--- config.mk ---
export PLATFORM = sky130hd
export DESIGN_NAME = irq_index_window
export DESIGN_NICKNAME = d
export VERILOG_FILES = /design/src/rtl/irw_pkg.sv /design/src/rtl/irw_decode.sv /design/src/rtl/irw_table.sv /design/src/rtl/irw_readmux.sv /design/src/rtl/irw_ctrl.sv /design/src/rtl/irq_index_window.sv
export SDC_FILE = /design/constraint.sdc
export NUM_CORES = 2
export LEC_CHECK = 0
export BUFFER_PORTS_ARGS = -buffer_cell sky130_fd_sc_hd__buf_2
export CELL_PAD_IN_SITES_DETAIL_PLACEMENT = 1
export CELL_PAD_IN_SITES_GLOBAL_PLACEMENT = 1
export CORE_ASPECT_RATIO = 1.4
export CORE_UTILIZATION = 35
export CTS_BUF_LIST = sky130_fd_sc_hd__clkbuf_16
export DETAILED_ROUTE_END_ITERATION = 10
export GPL_TIMING_DRIVEN = 0
export PLACE_DENSITY = 0.61
export SLEW_MARGIN = 5
export SYNTH_ARGS = -nofsm -noshare
export SYNTH_HDL_FRONTEND = slang
export SYNTH_SLANG_ARGS = --single-unit
--- constraint.sdc ---
create_clock -name clk -period 3.25 [get_ports clk]
set_clock_uncertainty 0.15 [all_clocks]
set_input_delay 0.65 -clock clk [delete_from_list [all_inputs] [get_ports clk]]
set_output_delay 0.65 -clock clk [all_outputs]
set_load 0.01 [all_outputs]
--- src/rtl/irw_pkg.sv ---
package irw_pkg;

    typedef enum logic [1:0] {
        ST_IDLE,
        ST_EXEC,
        ST_RESP
    } irw_state_e;

    typedef enum logic [1:0] {
        OP_NONE,
        OP_SEL,
        OP_WIN,
        OP_EOI
    } irw_op_e;

    typedef enum logic [2:0] {
        WS_NONE,
        WS_ID,
        WS_VER,
        WS_ARB,
        WS_ENT
    } irw_win_e;

    typedef struct packed {
        logic        wr;
        logic [7:0]  addr;
        logic [2:0]  size;
        logic [31:0] wdata;
    } irw_req_t;

    localparam logic [7:0] OFF_SEL = 8'h00;
    localparam logic [7:0] OFF_WIN = 8'h10;
    localparam logic [7:0] OFF_EOI = 8'h40;

    localparam logic [7:0] SEL_ID       = 8'h00;
    localparam logic [7:0] SEL_VER      = 8'h01;
    localparam logic [7:0] SEL_ARB      = 8'h02;
    localparam logic [7:0] SEL_ENT_BASE = 8'h10;

    localparam logic [2:0] FULL_SIZE = 3'd4;

    localparam int BIT_DLV  = 12;
    localparam int BIT_RIRR = 14;
    localparam int BIT_TRIG = 15;
    localparam int BIT_MASK = 16;

    localparam int ID_LSB  = 24;
    localparam int CNT_LSB = 16;

endpackage

--- src/rtl/irw_decode.sv ---
module irw_decode
    import irw_pkg::*;
#(
    parameter int NUM_PINS = 24,
    parameter int IDX_W    = 5
) (
    input  logic [7:0]       cap_addr,
    input  logic [2:0]       cap_size,
    input  logic [7:0]       sel_q,
    output irw_op_e          op,
    output irw_win_e         win,
    output logic [IDX_W-1:0] ent_num,
    output logic             ent_hi
);

    logic [7:0] rel;
    logic       ent_ok;
    logic       full;

    always_comb begin
        rel     = sel_q - SEL_ENT_BASE;
        ent_ok  = (sel_q >= SEL_ENT_BASE) && (int'(rel[7:1]) < NUM_PINS);
        ent_num = ent_ok ? IDX_W'(rel[7:1]) : '0;
        ent_hi  = sel_q[0];
        full    = (cap_size == FULL_SIZE);

        if (sel_q == SEL_ID)
            win = WS_ID;
        else if (sel_q == SEL_VER)
            win = WS_VER;
        else if (sel_q == SEL_ARB)
            win = WS_ARB;
        else if (ent_ok)
            win = WS_ENT;
        else
            win = WS_NONE;

        if (cap_addr == OFF_SEL)
            op = OP_SEL;
        else if (cap_addr == OFF_WIN && full)
            op = OP_WIN;
        else if (cap_addr == OFF_EOI && full)
            op = OP_EOI;
        else
            op = OP_NONE;
    end

endmodule

--- src/rtl/irw_table.sv ---
module irw_table
    import irw_pkg::*;
#(
    parameter int NUM_PINS = 24,
    parameter int IDX_W    = 5
) (
    input  logic             clk,
    input  logic             rst_n,
    input  logic             wr_en,
    input  logic [IDX_W-1:0] wr_num,
    input  logic             wr_hi,
    input  logic [31:0]      wr_data,
    input  logic             stat_valid,
    input  logic [IDX_W-1:0] stat_idx,
    input  logic             stat_dlv,
    input  logic             stat_rirr,
    input  logic [IDX_W-1:0] rd_num,
    input  logic             rd_hi,
    output logic [31:0]      rd_data
);

    localparam logic [63:0] RESET_WORD = 64'(1) << BIT_MASK;

    logic [NUM_PINS-1:0][63:0] ent_flat;
    logic [63:0]               cur;
    logic [63:0]               merged;
    logic [63:0]               rd_word;

    always_comb begin
        cur = (int'(wr_num) < NUM_PINS) ? ent_flat[wr_num] : '0;
        merged = wr_hi ? {wr_data, cur[31:0]} : {cur[63:32], wr_data};
        merged[BIT_DLV]  = cur[BIT_DLV];
        merged[BIT_RIRR] = cur[BIT_RIRR];
        if (!merged[BIT_TRIG])
            merged[BIT_RIRR] = 1'b0;
    end

    for (genvar e = 0; e < NUM_PINS; e++) begin : g_ent
        logic [63:0] q;

        always_ff @(posedge clk) begin
            if (!rst_n) begin
                q <= RESET_WORD;
            end else begin
                if (wr_en && int'(wr_num) == e)
                    q <= merged;
                if (stat_valid && int'(stat_idx) == e) begin
                    q[BIT_DLV]  <= stat_dlv;
                    q[BIT_RIRR] <= stat_rirr;
                end
            end
        end

        assign ent_flat[e] = q;
    end

    always_comb begin
        rd_word = (int'(rd_num) < NUM_PINS) ? ent_flat[rd_num] : '0;
        rd_data = rd_hi ? rd_word[63:32] : rd_word[31:0];
    end

endmodule

--- src/rtl/irw_readmux.sv ---
module irw_readmux
    import irw_pkg::*;
#(
    parameter int          NUM_PINS = 24,
    parameter int          ID_W     = 4,
    parameter logic [7:0]  VER_CODE = 8'h20
) (
    input  irw_win_e        win,
    input  logic [ID_W-1:0] id_q,
    input  logic [31:0]     tbl_data,
    output logic [31:0]     win_data
);

    localparam logic [31:0] VER_WORD =
        (32'(NUM_PINS - 1) << CNT_LSB) | 32'(VER_CODE);

    always_comb begin
        unique case (win)
            WS_ID, WS_ARB: win_data = 32'(id_q) << ID_LSB;
            WS_VER:        win_data = VER_WORD;
            WS_ENT:        win_data = tbl_data;
            default:       win_data = '0;
        endcase
    end

endmodule

--- src/rtl/irw_ctrl.sv ---
module irw_ctrl
    import irw_pkg::*;
#(
    parameter int IDX_W  = 5,
    parameter int ID_W   = 4,
    parameter bit EOI_EN = 1'b1
) (
    input  logic             clk,
    input  logic             rst_n,
    input  logic             req_valid,
    output logic             req_ready,
    input  irw_req_t         req_in,
    output irw_req_t         cap,
    output logic [7:0]       sel_q,
    output logic [ID_W-1:0]  id_q,
    input  irw_op_e          op,
    input  irw_win_e         win,
    input  logic [IDX_W-1:0] ent_num,
    input  logic [31:0]      win_data,
    output logic             tbl_wr_en,
    output logic             rsp_valid,
    output logic [31:0]      rsp_rdata,
    output logic             svc_valid,
    output logic [IDX_W-1:0] svc_idx,
    output logic             eoi_valid,
    output logic [7:0]       eoi_vector
);

    irw_state_e state_q, state_d;
    logic       in_exec;
    logic       do_eoi;
    logic [31:0] rd_word;

    // State register
    always_ff @(posedge clk) begin
        if (!rst_n)
            state_q <= ST_IDLE;
        else
            state_q <= state_d;
    end

    // Next state
    always_comb begin
        state_d = state_q;
        unique case (state_q)
            ST_IDLE: if (req_valid) state_d = ST_EXEC;
            ST_EXEC: state_d = ST_RESP;
            ST_RESP: state_d = ST_IDLE;
            default: state_d = ST_IDLE;
        endcase
    end

    assign req_ready = (state_q == ST_IDLE);
    assign in_exec   = (state_q == ST_EXEC);
    assign tbl_wr_en = in_exec && cap.wr && op == OP_WIN && win == WS_ENT;
    assign do_eoi    = in_exec && cap.wr && op == OP_EOI && EOI_EN;

    always_comb begin
        unique case (op)
            OP_SEL:  rd_word = 32'(sel_q);
            OP_WIN:  rd_word = win_data;
            default: rd_word = '0;
        endcase
    end

    // Request capture and software-visible registers
    always_ff @(posedge clk) begin
        if (!rst_n) begin
            cap   <= '0;
            sel_q <= '0;
            id_q  <= '0;
        end else begin
            if (state_q == ST_IDLE && req_valid)
                cap <= req_in;
            if (in_exec && cap.wr) begin
                if (op == OP_SEL)
                    sel_q <= cap.wdata[7:0];
                if (op == OP_WIN && win == WS_ID)
                    id_q <= cap.wdata[ID_LSB +: ID_W];
            end
        end
    end

    // Outputs
    always_ff @(posedge clk) begin
        if (!rst_n) begin
            rsp_valid  <= 1'b0;
            rsp_rdata  <= '0;
            svc_valid  <= 1'b0;
            svc_idx    <= '0;
            eoi_valid  <= 1'b0;
            eoi_vector <= '0;
        end else begin
            rsp_valid <= in_exec;
            rsp_rdata <= (in_exec && !cap.wr) ? rd_word : '0;
            svc_valid <= tbl_wr_en;
            if (tbl_wr_en)
                svc_idx <= ent_num;
            eoi_valid <= do_eoi;
            if (do_eoi)
                eoi_vector <= cap.wdata[7:0];
        end
    end

endmodule

--- src/rtl/irq_index_window.sv ---
module irq_index_window
    import irw_pkg::*;
#(
    parameter int         NUM_PINS = 24,
    parameter int         ID_W     = 4,
    parameter logic [7:0] VERSION  = 8'h20,
    localparam int        IDX_W    = $clog2(NUM_PINS)
) (
    input  logic             clk,
    input  logic             rst_n,
    input  logic             req_valid,
    output logic             req_ready,
    input  logic             req_write,
    input  logic [7:0]       req_addr,
    input  logic [2:0]       req_size,
    input  logic [31:0]      req_wdata,
    output logic             rsp_valid,
    output logic [31:0]      rsp_rdata,
    input  logic             stat_valid,
    input  logic [IDX_W-1:0] stat_idx,
    input  logic             stat_dlv,
    input  logic             stat_rirr,
    output logic             svc_valid,
    output logic [IDX_W-1:0] svc_idx,
    output logic             eoi_valid,
    output logic [7:0]       eoi_vector
);

    localparam bit         EOI_EN   = (VERSION == 8'h20);
    localparam logic [7:0] VER_CODE = EOI_EN ? 8'h20 : 8'h11;

    irw_req_t          req_in;
    irw_req_t          cap;
    logic [7:0]        sel_q;
    logic [ID_W-1:0]   id_q;
    irw_op_e           op;
    irw_win_e          win;
    logic [IDX_W-1:0]  ent_num;
    logic              ent_hi;
    logic [31:0]       tbl_data;
    logic [31:0]       win_data;
    logic              tbl_wr_en;

    assign req_in = '{wr: req_write, addr: req_addr, size: req_size, wdata: req_wdata};

    irw_ctrl #(
        .IDX_W  (IDX_W),
        .ID_W   (ID_W),
        .EOI_EN (EOI_EN)
    ) u_ctrl (
        .clk        (clk),
        .rst_n      (rst_n),
        .req_valid  (req_valid),
        .req_ready  (req_ready),
        .req_in     (req_in),
        .cap        (cap),
        .sel_q      (sel_q),
        .id_q       (id_q),
        .op         (op),
        .win        (win),
        .ent_num    (ent_num),
        .win_data   (win_data),
        .tbl_wr_en  (tbl_wr_en),
        .rsp_valid  (rsp_valid),
        .rsp_rdata  (rsp_rdata),
        .svc_valid  (svc_valid),
        .svc_idx    (svc_idx),
        .eoi_valid  (eoi_valid),
        .eoi_vector (eoi_vector)
    );

    irw_decode #(
        .NUM_PINS (NUM_PINS),
        .IDX_W    (IDX_W)
    ) u_decode (
        .cap_addr (cap.addr),
        .cap_size (cap.size),
        .sel_q    (sel_q),
        .op       (op),
        .win      (win),
        .ent_num  (ent_num),
        .ent_hi   (ent_hi)
    );

    irw_table #(
        .NUM_PINS (NUM_PINS),
        .IDX_W    (IDX_W)
    ) u_table (
        .clk        (clk),
        .rst_n      (rst_n),
        .wr_en      (tbl_wr_en),
        .wr_num     (ent_num),
        .wr_hi      (ent_hi),
        .wr_data    (cap.wdata),
        .stat_valid (stat_valid),
        .stat_idx   (stat_idx),
        .stat_dlv   (stat_dlv),
        .stat_rirr  (stat_rirr),
        .rd_num     (ent_num),
        .rd_hi      (ent_hi),
        .rd_data    (tbl_data)
    );

    irw_readmux #(
        .NUM_PINS (NUM_PINS),
        .ID_W     (ID_W),
        .VER_CODE (VER_CODE)
    ) u_readmux (
        .win      (win),
        .id_q     (id_q),
        .tbl_data (tbl_data),
        .win_data (win_data)
    );

endmodule

==> results of run 1 <==
-- timing repair --
item | 4_1_cts
resized for setup | 2034
pin swaps | 210
endpoints found under the setup margin | 1558
endpoints found under the hold margin | 48
buffers inserted | 409
hold buffers | 45
gates cloned | 37
-- cell usage after synthesis (all sizes together) (8+ instances only) --
library cell | instances | area [sq um]
a2bb2oi | 36 | 322
or2 | 13 | 83.8
or3 | 20 | 125
o22ai | 336 | 2100
nor4 | 57 | 378
nor2 | 234 | 930
o221a | 15 | 169
a32o | 104 | 1040
clkbuf | 601 | 2260
o31a | 8 | 78.8
o41ai | 12 | 105
o221ai | 68 | 596
dfxtp | 1642 | 32900
o32ai | 9 | 97.6
mux2i | 194 | 1940
a2111oi | 11 | 103
a221oi | 39 | 365
o21ai | 1074 | 5380
nand2b | 16 | 100
nand3 | 749 | 3760
mux4 | 71 | 1600
o211ai | 99 | 743
and3 | 10 | 62.6
o22a | 13 | 114
a22oi | 13 | 97.6
a32oi | 16 | 148
o211a | 8 | 80.1
inv | 33 | 124
a41oi | 33 | 297
o311ai | 8 | 77.6
o21a | 11 | 83.8
a211oi | 69 | 523
buf | 321 | 1940
a31oi | 298 | 1900
nand4 | 60 | 375
a21oi | 492 | 2470
and2 | 21 | 131
o2111ai | 14 | 123
nor3 | 76 | 470
nor2b | 36 | 225
o31ai | 58 | 463
nand2 | 923 | 3470
mux2 | 136 | 1530
-- through the flow --
step | utilization (%) | setup TNS [ns] | std cells | worst slack (ns) | instance area (sq um)
detailed placement | 37.5 | -5292.10 | 10904 | -4.37 | 75000
global placement | 37.2 | -6475.66 | 10878 | -5.68 | 74400
CTS | 47.0 | -1070.26 | 11700 | -0.865 | 93900
floorplan | - | 0 | 8129 | 0.00474 | 70600
-- metal layers --
| layer | overflow | GRT usage (%) |
|---|---|---|
| met2 | 61 | 86.9 |
| met1 | 0 | 67.3 |
| met3 | 2 | 39.1 |
| met5 | 0 | 8.20 |
| met4 | 52 | 65.5 |
-- cells by family after synthesis --
family	Yosys count
multiplexers	401
AO/OA/AOI/OAI	2900
buffers and inverters	956
adder cells (fa/ha/maj)	2
AND/OR/NAND/NOR	2228
flip-flops	1642
==> results.sh, run 1 <==
export IMPL_synth_warnings=0
export IMPL_grt_overflow_total=115
export IMPL_port_buffers=103
export IMPL_synth_top_family_by_area="compound AO/OA/AOI/OAI gates"
export IMPL_gp_congestion=1.11
export IMPL_synthCells=8129
export IMPL_grt_pass1_vias=88185
export IMPL_hpwl_um=442000
export IMPL_synth_mux_area_share_pct=7.19
export IMPL_cts_made_buffers=183
export IMPL_syn_nets=8186
export IMPL_num_rows=194
export IMPL_syn_avg_cell_area_sq_um=8.67
export IMPL_h_tree_depth=4
export IMPL_synthAdderAreaFrac_pct=0.0355
export IMPL_lastStage="5_1_grt"
export IMPL_cts_buffer_depth=4
export IMPL_ys_dominant_reg_cell="dfxtp_1"
export IMPL_ys_ff_latch=1642
export IMPL_synth_compound_area_share_pct=25.5
export IMPL_synth_edf_count=0
export IMPL_error="[ERROR GRT-0116] Global routing finished with congestion. Check the congestion regions in the DRC Viewer."
export IMPL_clkSinkCount=1642
export IMPL_ios=104
export IMPL_status="did not finish"
export IMPL_yosys_area_share_simple_pct=14.5
export IMPL_async_reset_ff_share_pct=0
export IMPL_yosysSeqAreaShare_pct=46.6
export IMPL_track_usage_pct=64.9
export IMPL_fp_dieH_um=533
export IMPL_die_w_um=381
export IMPL_cts_root_buf="clkbuf_16"
export IMPL_grt_max_degree=15
export IMPL_yosysUniqueCellTypes=100
export IMPL_grt_pass1_wl_um=893000
export IMPL_synth_xor_area_share_pct=0
export IMPL_start_util_pct=35.3
export IMPL_synth_cell_area_sq_mm=0.0705
==> inputs of run 2 (changes only) <==
- CELL_PAD_IN_SITES_DETAIL_PLACEMENT: 1 -> not set
- CELL_PAD_IN_SITES_GLOBAL_PLACEMENT: 1 -> not set
- CORE_ASPECT_RATIO: 1.4 -> not set
- CORE_UTILIZATION: 35 -> 20
- CTS_BUF_LIST: sky130_fd_sc_hd__clkbuf_16 -> not set
- PLACE_DENSITY: 0.61 -> not set
- PLACE_DENSITY_LB_ADDON: not set -> 0.15
- clock period: 3.25 -> 4.25 ns (I/O delays scaled with it)
==> results.sh, run 2 <==
export IMPL_status="finished with violations"
export IMPL_violations="hold timing, capacitance limit, slew limit, setup timing"
export IMPL_ios=104
export IMPL_fin_crit_ns=4.58
export IMPL_pre_cts_ws_ns=-3.52
export IMPL_ys_ff_latch=1642
export IMPL_drive_gt1_share_pct=23.1
export IMPL_swShare_pct=26.0
export IMPL_required_ns=4.85
export IMPL_die_w_um=596
export IMPL_grt_max_degree=17
export IMPL_startpoint="u_ctrl.sel_q[0]"
export IMPL_largestRegisters="u_table.g_ent.q x1536, u_ctrl.cap x44, u_ctrl.rsp_rdata x32"
export IMPL_start_util_pct=20.1
export IMPL_yosysSeqAreaShare_pct=46.6
export IMPL_grt_antenna_before_repair=107
export IMPL_ys_dominant_reg_cell="dfxtp_1"
export IMPL_nets=8860
export IMPL_min_path_cells=3
export IMPL_routed_wl_um=607000
export IMPL_core_area_sq_mm=0.350
export IMPL_synth_most_common_cell="dfxtp_1"
export IMPL_grt_pass1_wl_um=767000
export IMPL_clk_pin_slew_ns=0.06
export IMPL_arrival_ns=5.17
export IMPL_reg2reg_to="u_ctrl.rsp_rdata[10]"
export IMPL_clock_latency_ns=1.03
export IMPL_synth_largest_area_cell="dfxtp_1"
export IMPL_timing_hold_ws_ns=-0.0159
export IMPL_hold_path_end="u_ctrl.cap[29]"
export IMPL_power_density_mw_per_mm2=380
export IMPL_grt_pass1_vias=73464
export IMPL_syn_avg_cell_area_sq_um=8.67
export IMPL_hpwl_um=437000
export IMPL_dieArea_sq_mm=0.355
export IMPL_synthCells=8129
export IMPL_pwr_share_clk_pct=53.3
export IMPL_slew_limit_headroom_pct=-11.8
export IMPL_regMostFlops="u_table.g_ent.q"
export IMPL_seq_power_share_pct=43.3
export IMPL_num_vias=81654
export IMPL_wire_per_inst_um=44.5
export IMPL_synth_area_top_cells="dfxtp_1 (47%), o21ai_0 (7.5%), nand3_1 (5.3%), nand2_1 (4.9%), a21oi_1 (3.5%)"
export IMPL_hold_viol_final=1
export IMPL_viasPerCell=5.98
export IMPL_gp_congestion=1.06
export IMPL_final_common_cell="dfxtp_1"
export IMPL_synth_edf_count=0
export IMPL_synth_warnings=0
export IMPL_reg2reg_depth=7
export IMPL_track_usage_pct=32.7
export IMPL_dr_pass1_iters=10
export IMPL_async_reset_ff_share_pct=0
export IMPL_hold_start="req_wdata[29]"
export IMPL_fp_dieH_um=596
export IMPL_num_rows=217
export IMPL_utilization_pct=27.0
export IMPL_path_class="reg2reg"
export IMPL_grt_overflow_total=0
export IMPL_r2r_start="u_ctrl.sel_q[0]"
export IMPL_synth_top_area_share_pct=46.6
export IMPL_cts_buffer_depth=4
export IMPL_slew_viol_final=11
export IMPL_finalCritPeriodShare_pct=108
export IMPL_pwr_share_comb_pct=3.5
export IMPL_cap_viol_max_count=1
export IMPL_hp_class="in2reg"
export IMPL_cts_made_buffers=206
export IMPL_crit_path_end_kind="flop"
export IMPL_antenna_left=0
export IMPL_fmax_mhz=218
export IMPL_synthToLayoutAreaGrowth_pct=34.1
export IMPL_reg2reg_slack_ns=-0.33
export IMPL_power_switching_uw=9330
export IMPL_drtIter0Drc=13164
export IMPL_clkSinkCount=1642
export IMPL_ir_drop_mv=0.371
export IMPL_synth_cell_area_sq_mm=0.0705
export IMPL_yosysUniqueCellTypes=100
export IMPL_drc=0
export IMPL_synthTopCellsByCount="dfxtp_1 (1642), o21ai_0 (1056), nand2_1 (919)"
export IMPL_cp_max_fo=10
export IMPL_leakagePower_uw=0.0316
export IMPL_largest_reg_flops=1536
export IMPL_startpoint_type="flop"
export IMPL_setup_viol=828
export IMPL_internal_power_uw=26600
export IMPL_cts_root_buf="clkbuf_16"
export IMPL_timing_final_ws_setup_ns=-0.327
export IMPL_port_buffers=103
export IMPL_syn_nets=8186
export IMPL_cts_tree="yes"
export IMPL_final_cell_mix="dfxtp_1 (1638), o21ai_0 (1008), nand2_1 (847)"
export IMPL_h_tree_depth=4
export IMPL_tightest_slew_ns=1.68
run 2: per-layer routing:
layer,track usage (%),vias up,share of wire (%)
li1,-,31676,-
met1,40.2,41292,38
met2,45.6,6614,40
met3,10.8,2046,12
met4,27.9,26,10
met5,0.527,-,0.058
run 2: kinds of logic after synthesis:
group	after synthesis	synth area share [%]
multiplexers	401	7.19
buffers and inverters	956	6.13
flip-flops	1642	46.6
adder cells (fa/ha/maj)	2	0.0355
AO/OA/AOI/OAI	2900	25.5
AND/OR/NAND/NOR	2228	14.5
run 2: cell type report:
| cell class | instances | area, sq um |
|---|---|---|
| diodes | 78 | 195 |
| plain buffers | 914 | 7470 |
| clock buffers | 303 | 6060 |
| repair buffers | 474 | 4660 |
| clock inverters | 72 | 971 |
| inverters | 34 | 135 |
| multi-input cells | 5531 | 36400 |
| well taps | 4599 | 5750 |
| fillers | 37426 | 255000 |
| flip-flops and latches | 1642 | 32900 |
run 2: worst max path at each step:
stage                     depth (start not counted)                 endpoint  slack (ns)
after global routing                             14   u_table.g_ent[10].q[6]       -0.08
after floorplan                                  14  u_table.g_ent[10].q[52]        0.78
after detailed placement                         15  u_table.g_ent[21].q[55]       -3.52
final                                             7     u_ctrl.rsp_rdata[10]       -0.33
after global placement                           13  u_table.g_ent[20].q[13]       -4.47
after CTS                                        14      u_ctrl.rsp_rdata[0]       -0.01
run 2: critical path, cell delays in order (launching register included):
cell      delay, ns
dfxtp_1        0.35
clkbuf_2       0.51
buf_2          0.56
clkbuf_2       0.60
clkbuf_4       0.56
buf_2          0.59
nor2_2         0.27
a311oi_4       0.63
run 2: power groups by stage:
| stage | logic [uW] | clock network, uW | registers [uW] |
|---|---|---|---|
| after floorplan | 428 | 0 | 15800 |
| after global placement | 1040 | 0 | 15900 |
| after detailed placement | 1050 | 0 | 15900 |
| after CTS | 1150 | 19100 | 15500 |
| after global routing | 1210 | 19700 | 15500 |
| final | 1240 | 19100 | 15500 |
run 2: per-stage QoR:
step,cells,TNS [ns],total power (uW),instance area (sq um)
floorplan,8129,0,16200,70500
global placement,12831,-5107.10,16900,76800
detailed placement,12860,-4209.77,16900,77500
CTS,13512,-0.0174,35800,92700
global route,13605,-1.60,36400,94400
finish,13647,-50.93,35900,94500
run 2: what timing repair did:
item,in CTS,in global routing
resized for setup,1453,327
gates cloned,11,8
buffers inserted,231,52
pin swaps,104,69
hold buffers,40,0
endpoints found under the setup margin,1557,1212
hold endpoints to repair,40,0
Power figures use the tool's default switching activity.
